$ cat config.mk
export PLATFORM = sky130hd
export DESIGN_NAME = nvm_prog_ctrl
export DESIGN_NICKNAME = d
export VERILOG_FILES = /design/src/rtl/nvm_pkg.sv /design/src/rtl/nvm_unlock.sv /design/src/rtl/nvm_seq.sv /design/src/rtl/nvm_prog_ctrl.sv
export SDC_FILE = /design/constraint.sdc
export NUM_CORES = 1
export LEC_CHECK = 0
export BUFFER_PORTS_ARGS = -buffer_cell sky130_fd_sc_hd__buf_2
export CAP_MARGIN = 20
export CORE_MARGIN = 10
export CORE_UTILIZATION = 40
export DETAILED_ROUTE_END_ITERATION = 12
export PLACE_DENSITY = 0.66
export SYNTH_ARGS = -nofsm -noshare
export SYNTH_HDL_FRONTEND = slang
export SYNTH_SLANG_ARGS = --single-unit
$ cat constraint.sdc
create_clock -name clk -period 2.7 [get_ports clk]
set_clock_uncertainty 0.15 [all_clocks]
set_input_delay 0.135 -clock clk [delete_from_list [all_inputs] [get_ports clk]]
set_output_delay 0.135 -clock clk [all_outputs]
set_load 0.01 [all_outputs]
$ cat src/rtl/nvm_pkg.sv
package nvm_pkg;
    localparam logic [1:0] REG_CTRL = 2'd0;
    localparam logic [1:0] REG_KEY  = 2'd1;
    localparam logic [1:0] REG_ADDR = 2'd2;
    localparam logic [1:0] REG_DATA = 2'd3;

    localparam logic [1:0] AL_DIRECT = 2'd0;
    localparam logic [1:0] AL_SET    = 2'd1;
    localparam logic [1:0] AL_CLEAR  = 2'd2;
    localparam logic [1:0] AL_NONE   = 2'd3;

    localparam logic [31:0] KEY_STEP0 = 32'h0000_0000;
    localparam logic [31:0] KEY_STEP1 = 32'hAA99_6655;
    localparam logic [31:0] KEY_STEP2 = 32'h5566_99AA;

    localparam logic [3:0] OP_NOP   = 4'd0;
    localparam logic [3:0] OP_PROG  = 4'd1;
    localparam logic [3:0] OP_ERASE = 4'd4;

    localparam int BIT_BUSY = 15;
    localparam int BIT_WREN = 14;
    localparam int BIT_WERR = 13;
    localparam int BIT_LVD  = 12;

    typedef enum logic [1:0] {U_IDLE, U_GOT0, U_GOT1, U_ARMED} unlock_st_e;
    typedef enum logic [1:0] {S_IDLE, S_LAUNCH, S_AWAIT} seq_st_e;

    function automatic logic [31:0] fold(input logic [1:0] al,
                                         input logic [31:0] cur,
                                         input logic [31:0] wd);
        logic [31:0] r;
        unique case (al)
            AL_DIRECT: r = wd;
            AL_SET:    r = cur | wd;
            AL_CLEAR:  r = cur & ~wd;
            default:   r = cur;
        endcase
        return r;
    endfunction
endpackage

$ cat src/rtl/nvm_unlock.sv
module nvm_unlock
    import nvm_pkg::*;
(
    input  logic        clk,
    input  logic        rst_n,
    input  logic        key_we,
    input  logic [31:0] key_val,
    input  logic        wren,
    input  logic        start_req,
    output logic        armed
);
    unlock_st_e state_q, state_d;

    always_ff @(posedge clk or negedge rst_n) begin
        if (!rst_n) state_q <= U_IDLE;
        else        state_q <= state_d;
    end

    always_comb begin
        state_d = state_q;
        if (!wren || start_req) begin
            state_d = U_IDLE;
        end else if (key_we) begin
            if (key_val == KEY_STEP0) begin
                state_d = U_GOT0;
            end else begin
                unique case (state_q)
                    U_GOT0:  state_d = (key_val == KEY_STEP1) ? U_GOT1  : U_IDLE;
                    U_GOT1:  state_d = (key_val == KEY_STEP2) ? U_ARMED : U_IDLE;
                    default: state_d = U_IDLE;
                endcase
            end
        end
    end

    always_comb armed = (state_q == U_ARMED);
endmodule

$ cat src/rtl/nvm_seq.sv
module nvm_seq
    import nvm_pkg::*;
(
    input  logic       clk,
    input  logic       rst_n,
    input  logic       launch,
    input  logic [3:0] op,
    input  logic       arr_done,
    input  logic       low_volt,
    output logic       busy,
    output logic       waiting,
    output logic       prog_stb,
    output logic       erase_stb,
    output logic       lvd_abort
);
    seq_st_e state_q, state_d;
    logic    real_op;

    always_comb real_op = (op == OP_PROG) || (op == OP_ERASE);

    always_ff @(posedge clk or negedge rst_n) begin
        if (!rst_n) state_q <= S_IDLE;
        else        state_q <= state_d;
    end

    always_comb begin
        state_d = state_q;
        unique case (state_q)
            S_IDLE:   if (launch) state_d = S_LAUNCH;
            S_LAUNCH: state_d = real_op ? S_AWAIT : S_IDLE;
            S_AWAIT:  if (low_volt || arr_done) state_d = S_IDLE;
            default:  state_d = S_IDLE;
        endcase
    end

    always_comb begin
        busy      = (state_q != S_IDLE);
        waiting   = (state_q == S_AWAIT);
        prog_stb  = (state_q == S_LAUNCH) && (op == OP_PROG);
        erase_stb = (state_q == S_LAUNCH) && (op == OP_ERASE);
        lvd_abort = (state_q == S_AWAIT) && low_volt;
    end
endmodule

$ cat src/rtl/nvm_prog_ctrl.sv
module nvm_prog_ctrl
    import nvm_pkg::*;
#(
    parameter int ADDR_W = 20
) (
    input  logic              clk,
    input  logic              rst_n,
    input  logic              wr_en,
    input  logic [1:0]        wr_reg,
    input  logic [1:0]        wr_alias,
    input  logic [31:0]       wr_data,
    input  logic [1:0]        rd_reg,
    output logic [31:0]       rd_data,
    output logic [ADDR_W-1:0] arr_addr,
    output logic [31:0]       arr_wdata,
    output logic              arr_prog,
    output logic              arr_erase,
    input  logic              arr_done,
    input  logic              low_volt
);
    localparam int PAD_W = 32 - ADDR_W;

    logic [3:0]        op_q;
    logic              wren_q, werr_q, lvd_q;
    logic [ADDR_W-1:0] addr_q;
    logic [31:0]       data_q;
    logic [31:0]       ctrl_view, ctrl_cand, key_val;
    logic              wr_live, ctrl_wr, start_req, launch, key_we;
    logic              busy, waiting, armed, lvd_abort;

    always_comb begin
        ctrl_view = '0;
        ctrl_view[BIT_BUSY] = busy;
        ctrl_view[BIT_WREN] = wren_q;
        ctrl_view[BIT_WERR] = werr_q;
        ctrl_view[BIT_LVD]  = lvd_q;
        ctrl_view[3:0]      = op_q;
        ctrl_cand = fold(wr_alias, ctrl_view, wr_data);
        key_val   = fold(wr_alias, 32'h0, wr_data);
        wr_live   = wr_en && (wr_alias != AL_NONE);
        ctrl_wr   = wr_live && (wr_reg == REG_CTRL) && !busy;
        key_we    = wr_live && (wr_reg == REG_KEY);
        start_req = ctrl_wr && ctrl_cand[BIT_BUSY];
        launch    = start_req && armed && ctrl_cand[BIT_WREN];
    end

    always_ff @(posedge clk or negedge rst_n) begin
        if (!rst_n) begin
            op_q   <= OP_NOP;
            wren_q <= 1'b0;
            werr_q <= 1'b0;
            lvd_q  <= 1'b0;
        end else if (ctrl_wr) begin
            op_q   <= ctrl_cand[3:0];
            wren_q <= ctrl_cand[BIT_WREN];
            werr_q <= launch ? 1'b0 : (start_req ? 1'b1 : ctrl_cand[BIT_WERR]);
            lvd_q  <= launch ? 1'b0 : ctrl_cand[BIT_LVD];
        end else if (lvd_abort) begin
            lvd_q  <= 1'b1;
        end
    end

    always_ff @(posedge clk or negedge rst_n) begin
        if (!rst_n) begin
            addr_q <= '0;
            data_q <= '0;
        end else if (wr_live && !busy) begin
            if (wr_reg == REG_ADDR)
                addr_q <= ADDR_W'(fold(wr_alias, {{PAD_W{1'b0}}, addr_q}, wr_data));
            if (wr_reg == REG_DATA)
                data_q <= fold(wr_alias, data_q, wr_data);
        end
    end

    nvm_unlock u_unlock (
        .clk       (clk),
        .rst_n     (rst_n),
        .key_we    (key_we),
        .key_val   (key_val),
        .wren      (wren_q),
        .start_req (start_req),
        .armed     (armed)
    );

    nvm_seq u_seq (
        .clk       (clk),
        .rst_n     (rst_n),
        .launch    (launch),
        .op        (op_q),
        .arr_done  (arr_done),
        .low_volt  (low_volt),
        .busy      (busy),
        .waiting   (waiting),
        .prog_stb  (arr_prog),
        .erase_stb (arr_erase),
        .lvd_abort (lvd_abort)
    );

    always_comb begin
        unique case (rd_reg)
            REG_CTRL: rd_data = ctrl_view;
            REG_ADDR: rd_data = {{PAD_W{1'b0}}, addr_q};
            REG_DATA: rd_data = data_q;
            default:  rd_data = 32'h0;
        endcase
        arr_addr  = addr_q;
        arr_wdata = data_q;
    end
endmodule

Word level (Yosys, flattened, before mapping)
Cells that the tools add are included.
{ "word_totals": {"ff_bits": 63, "input_bits": 43, "elab_cells": 88} }
{ "op_classes": {"n_eq_ne": 20, "muxes": 20, "n_bitwise": 7, "reduce_logical": 33} }
{ "op_table": {"columns": ["op", "n"], "rows": [
  ["$pmux 32 s3", 2],
  ["$pmux 20 s3", 1],
  ["$pmux 16 s3", 1],
  ["$and 32x32->32", 1],
  ["$eq 32x31->1 const B", 1],
  ["$eq 32x32->1 const B", 1],
  ["$logic_not 32->1", 1],
  ["$mux 32", 1],
  ["$not 32->32", 1],
  ["$or 32x32->32", 1],
  ["$and 20x20->20", 1],
  ["$or 20x20->20", 1],
  ["$and 16x16->16", 1],
  ["$eq 2x2->1 const B", 8],
  ["$mux 2", 8],
  ["$or 16x16->16", 1],
  ["$logic_and 1x1->1", 11],
  ["$eq 2x1->1 const B", 4],
  ["$logic_not 2->1", 4],
  ["$reduce_and 2->1", 4],
  ["$ne 2x2->1 const B", 3],
  ["$pmux 2 s3", 1],
  ["$reduce_and 3->1", 2],
  ["$reduce_bool 2->1", 3],
  ["10 further kinds", 17]
]} }

Longest topological paths before layout
{ "logic_depth": {"depth_word": 9, "depth_mapped": 8, "depth_no_buf": 7} }

Modules after synthesis
Synthesis repeated with hierarchy kept, for this count alone.
{ "hier_totals": {"hier_cells": 455, "hier_area_um2": 4127.7} }
{ "modules_own_cells": {"columns": ["module", "instances", "cells_each", "area_each_um2", "seq_area_each_um2"], "rows": [
  ["nvm_prog_ctrl", 1, 404, 3699.8, 1476.4],
  ["nvm_unlock", 1, 38, 289.0, 50.0],
  ["nvm_seq", 1, 13, 138.9, 50.0]
]} }

Least setup slack after synthesis
No wires, ideal clock.
{ "synth_path": {"path_type": "reg-to-reg", "from": "register u_seq.state_q[1]", "to": "register lvd_q", "setup_ps": 82, "arrival_ps": 1642, "t_required_ps": 2468, "slack_ps": 826, "path_stages_with_launch": 6, "path_buffers": 0, "path_cell_list": "dfrtp_1 > nor4b_4 > and2_4 > o21ai_2 > or4_1 > o22ai_1"} }
{ "synth_between": {"elab_chain_len": 8, "elab_cells_between_ends": 16} }
{ "synth_rtl": {"columns": ["element", "line_no", "rtl"], "rows": [
  ["from (decl)", "nvm_seq.sv:16", "seq_st_e state_q, state_d;"],
  ["from (signal assigned)", "nvm_seq.sv:23", "else state_q <= state_d;"],
  ["$reduce_bool 2->1", "nvm_seq.sv:37", "busy = (state_q != S_IDLE);"],
  ["$and 16x16->16 (tied with other cells)", "nvm_pkg.sv:35", "AL_CLEAR: r = cur & ~wd;"],
  ["$pmux 16 s3 or $logic_and 1x1->1 (tied branches)", "nvm_pkg.sv:32, nvm_prog_ctrl.sv:41", null],
  ["$logic_and 1x1->1", "nvm_prog_ctrl.sv:43", "start_req = ctrl_wr && ctrl_cand[BIT_BUSY];"],
  ["$logic_and 1x1->1 (2 in a row)", "nvm_prog_ctrl.sv:44", "launch = start_req && armed && ctrl_cand[BIT_WREN];"],
  ["$ne 5x1->1 (no source line) or $mux 1 (tied branches)", null, null],
  ["$reduce_and 2->1 (no source line) or $mux 1 (tied branches)", null, null],
  ["to (signal assigned)", "nvm_prog_ctrl.sv:57", "lvd_q <= launch ? 1'b0 : ctrl_cand[BIT_LVD];"],
  ["to (decl)", "nvm_prog_ctrl.sv:24", "logic wren_q, werr_q, lvd_q;"]
]} }
Several ways; a longest one is shown, not always the timed one.
A chain may end at the register's enable or synchronous reset.

Worst setup path after layout
{ "layout_path": {"from": "register u_seq.state_q[0]", "to": "output port arr_prog"} }
{ "layout_between": {"elab_chain_len": 2} }
{ "layout_rtl": {"columns": ["element", "line_no", "rtl"], "rows": [
  ["$eq 2x1->1", "nvm_seq.sv:39", "prog_stb = (state_q == S_LAUNCH) && (op == OP_PROG);"],
  ["$logic_and 1x1->1", "nvm_seq.sv:39", null],
  ["to (decl)", "nvm_prog_ctrl.sv:16", "output logic arr_prog,"]
]} }
No other way between the ends.

==> qor.yml <==
outcome: "complete, but fails checks"
violations: "design-rule violations"
seqPwrFrac: 0.424
grt_pass1_wl_um: 20400
post_cts_buffers: 0
syn_area_um2: 3730
drcViolationCount: 1
worstSetupStartpoint: "u_seq.state_q[0]"
crit_family: "simple AND/OR/NAND/NOR gates"
ant_nets: 0
powerDensity_nw_per_um2: 682
fmax_mhz: 462
timing.hold.ws_ps: 11.3
synth_cells: 416
multiInputGateArea_um2: 1990
wirelength_um: 12700
dr_wl_met2_um: 6000
placed_cell_area_um2: 4470
cts_tree: "done"
drive_gt1_frac: 0.296
p_clk_frac: 0.227
ir_drop_uv: 408
end_kind: "output pin"
synth_top_area_frac: 0.423
yosysSeqAreaShare: 0.423
ys_ff_latch: 63
yosysTopAreaCell: "dfrtp_1"
stdcell_area_um2: 4850
synthToLayoutAreaGrowth_pct: 30.0
ioPinCount: 129
register_area_um2: 1580
grt_overflow_total: 0
max_slew_margin: 0.468
dominantRegCellSynth: "dfrtp_1"
clk_path_buf_depth: 2
route.met3.wl_um: 1030
crit_arrival_ps: 1880
routabilityCongestion: 0.885
fillers: 855
crit_buf_inv: 2
synth_cell_types: 41
cts_hold_buf: 20
drt_iter0_drc: 236
yosys-top-cells-count: "a21oi_1, dfrtp_1, nor2b_1, o22ai_1, clkbuf_1"
syn_area_per_cell_um2: 8.97
portBuffers: 128
fp-row-count: 35
cpMaxStageDelayCell: "or4_1"
detail_route.vias_per_cell: 5.81
grt_pass1_vias: 3849
switchingPower_w: 0.00121
ctsHtreeMaxLevel: 3
met1_length_um: 5570
start_util: 0.408
grtUsageTotal: 0.186
final_core_util: 0.530
cts_root_buffer: "clkbuf_8"
post_cts_resized: 0
vias: 3861
cts_buffers: 9
routedWlPerCell_um: 19.1
r2r-start: "u_seq.state_q[1]"
yosys_warnings: 0
worstMarginPinSlew_ps: 796
hpwl_um: 9340
p_comb_frac: 0.349
synthArstFlopShare: 1.00
final.period_utilization: 0.802
dieArea_um2: 13600
antenna_found_initial: 0
finalHoldViolations: 0
hold_path_class: "in2reg"
finalCriticalPeriod_ps: 2170
slowest_delay_ps: 530
synth_area_leaders: "dfrtp_1, a21oi_1, nor2b_1"
path_clk_slew_ps: 70
synth_edf_count: 0
fin_nets: 601
leakage_nw: 2.30
syn_nets: 467
finalSetupViolCount: 0
dr.max_layer_used: "met4"
cp-start-kind: "register"
total_power_w: 0.00331
path_class: "reg2out"
core_um2: 9150
yosysMostFrequentCell: "a21oi_1"
min_from: "wr_data[29]"
dr.pass1.iters: 8
swShare: 0.364
grt_setup_unrepaired: "false"
slew_viol_final: 0
required_ps: 2410
clkLatencyLatePin_ps: 330
antennaDiodeCount: 0
power.internal_w: 0.00210
die_width_um: 117
grt_max_degree: 37
tns_ps: 0
clock-sinks: 63
worstPathMaxFanout: 3
crit_chain: "inv_1 -> or4_1 -> nor3b_1 -> buf_2"
maxCapViolations: 0
die_h_um: 117
==> metrics by stage <==
stage,cells,setup slack [ps]
4_1_cts,665,525
2_1_floorplan,416,826
3_3_place_gp,630,663
6_report,665,535
5_1_grt,665,433
3_5_place_dp,630,498
==> path summary, 6_finish.rpt <==
path | cells after the start | slack [ps] | to
max | 4 | 530 | arr_prog
min | 3 | 10 | arr_wdata[29]
max reg2reg | 5 | 660 | arr_addr[19]
min reg2reg | 2 | 400 | arr_addr[14]
max in group asynchronous | 3 | 1500 | op_q[0]
min in group asynchronous | 2 | 260 | arr_wdata[12]
==> cell families after synthesis <==
group | Yosys count | synth area share
and+or+nand+nor | 105 | 0.180
AOI/OAI and AO/OA | 178 | 0.268
muxes | 21 | 0.0594
adders and majority gates | 8 | 0.0268
DFF | 63 | 0.423
buffers and inverters | 41 | 0.0433
==> worst reg2reg max path: stages, from the launching register on <==
cell and delay [ps]:
dfrtp_1 440, nor4b_4 400, and4bb_2 550, buf_12 220, a21oi_1 90, a21oi_1 120
==> per-layer routing <==
metal  vias up  global-route usage
met5         -                   0
met4         0              0.0329
met3        10              0.0616
met2       134               0.293
met1      1888               0.245
li1       1829                   -
==> area by class of cell <==
class                      instances  area share
timing repair buffer             158       0.194
clock buffer                      15      0.0364
inverter                           6     0.00464
sequential                        63       0.325
multi-input combinational        312       0.411
tap                              111      0.0286
==> cells in the final DEF, fill, tap and decap left out, types with 9 or more instances in the layout <==
master	synthesis	final
a21oi_1	120	120
and3_1	13	13
buf_2	6	128
clkbuf_8	0	12
dfrtp_1	63	63
dlygate4sd3_1	0	20
mux2_2	9	9
mux2i_1	12	12
nor2_1	10	10
nor2b_1	43	43
nor4_1	9	9
o22ai_1	33	33
==> power groups by stage <==
stage                     combinational [W]  clock, W  sequential, W
final                               0.00116  0.000753        0.00140
after global routing                0.00129  0.000800        0.00143
after CTS                           0.00117  0.000762        0.00140
after detailed placement            0.00115         0        0.00141
after global placement              0.00112         0        0.00141
after floorplan                    0.000529         0        0.00147
==> registers in the layout (all words and copies together) (netlist names) <==
register          flops
arr_addr             20
arr_wdata            32
lvd_q                 1
op_q                  4
u_seq.state_q         2
u_unlock.state_q      2
werr_q                1
wren_q                1
Power figures use the tool's default switching activity.
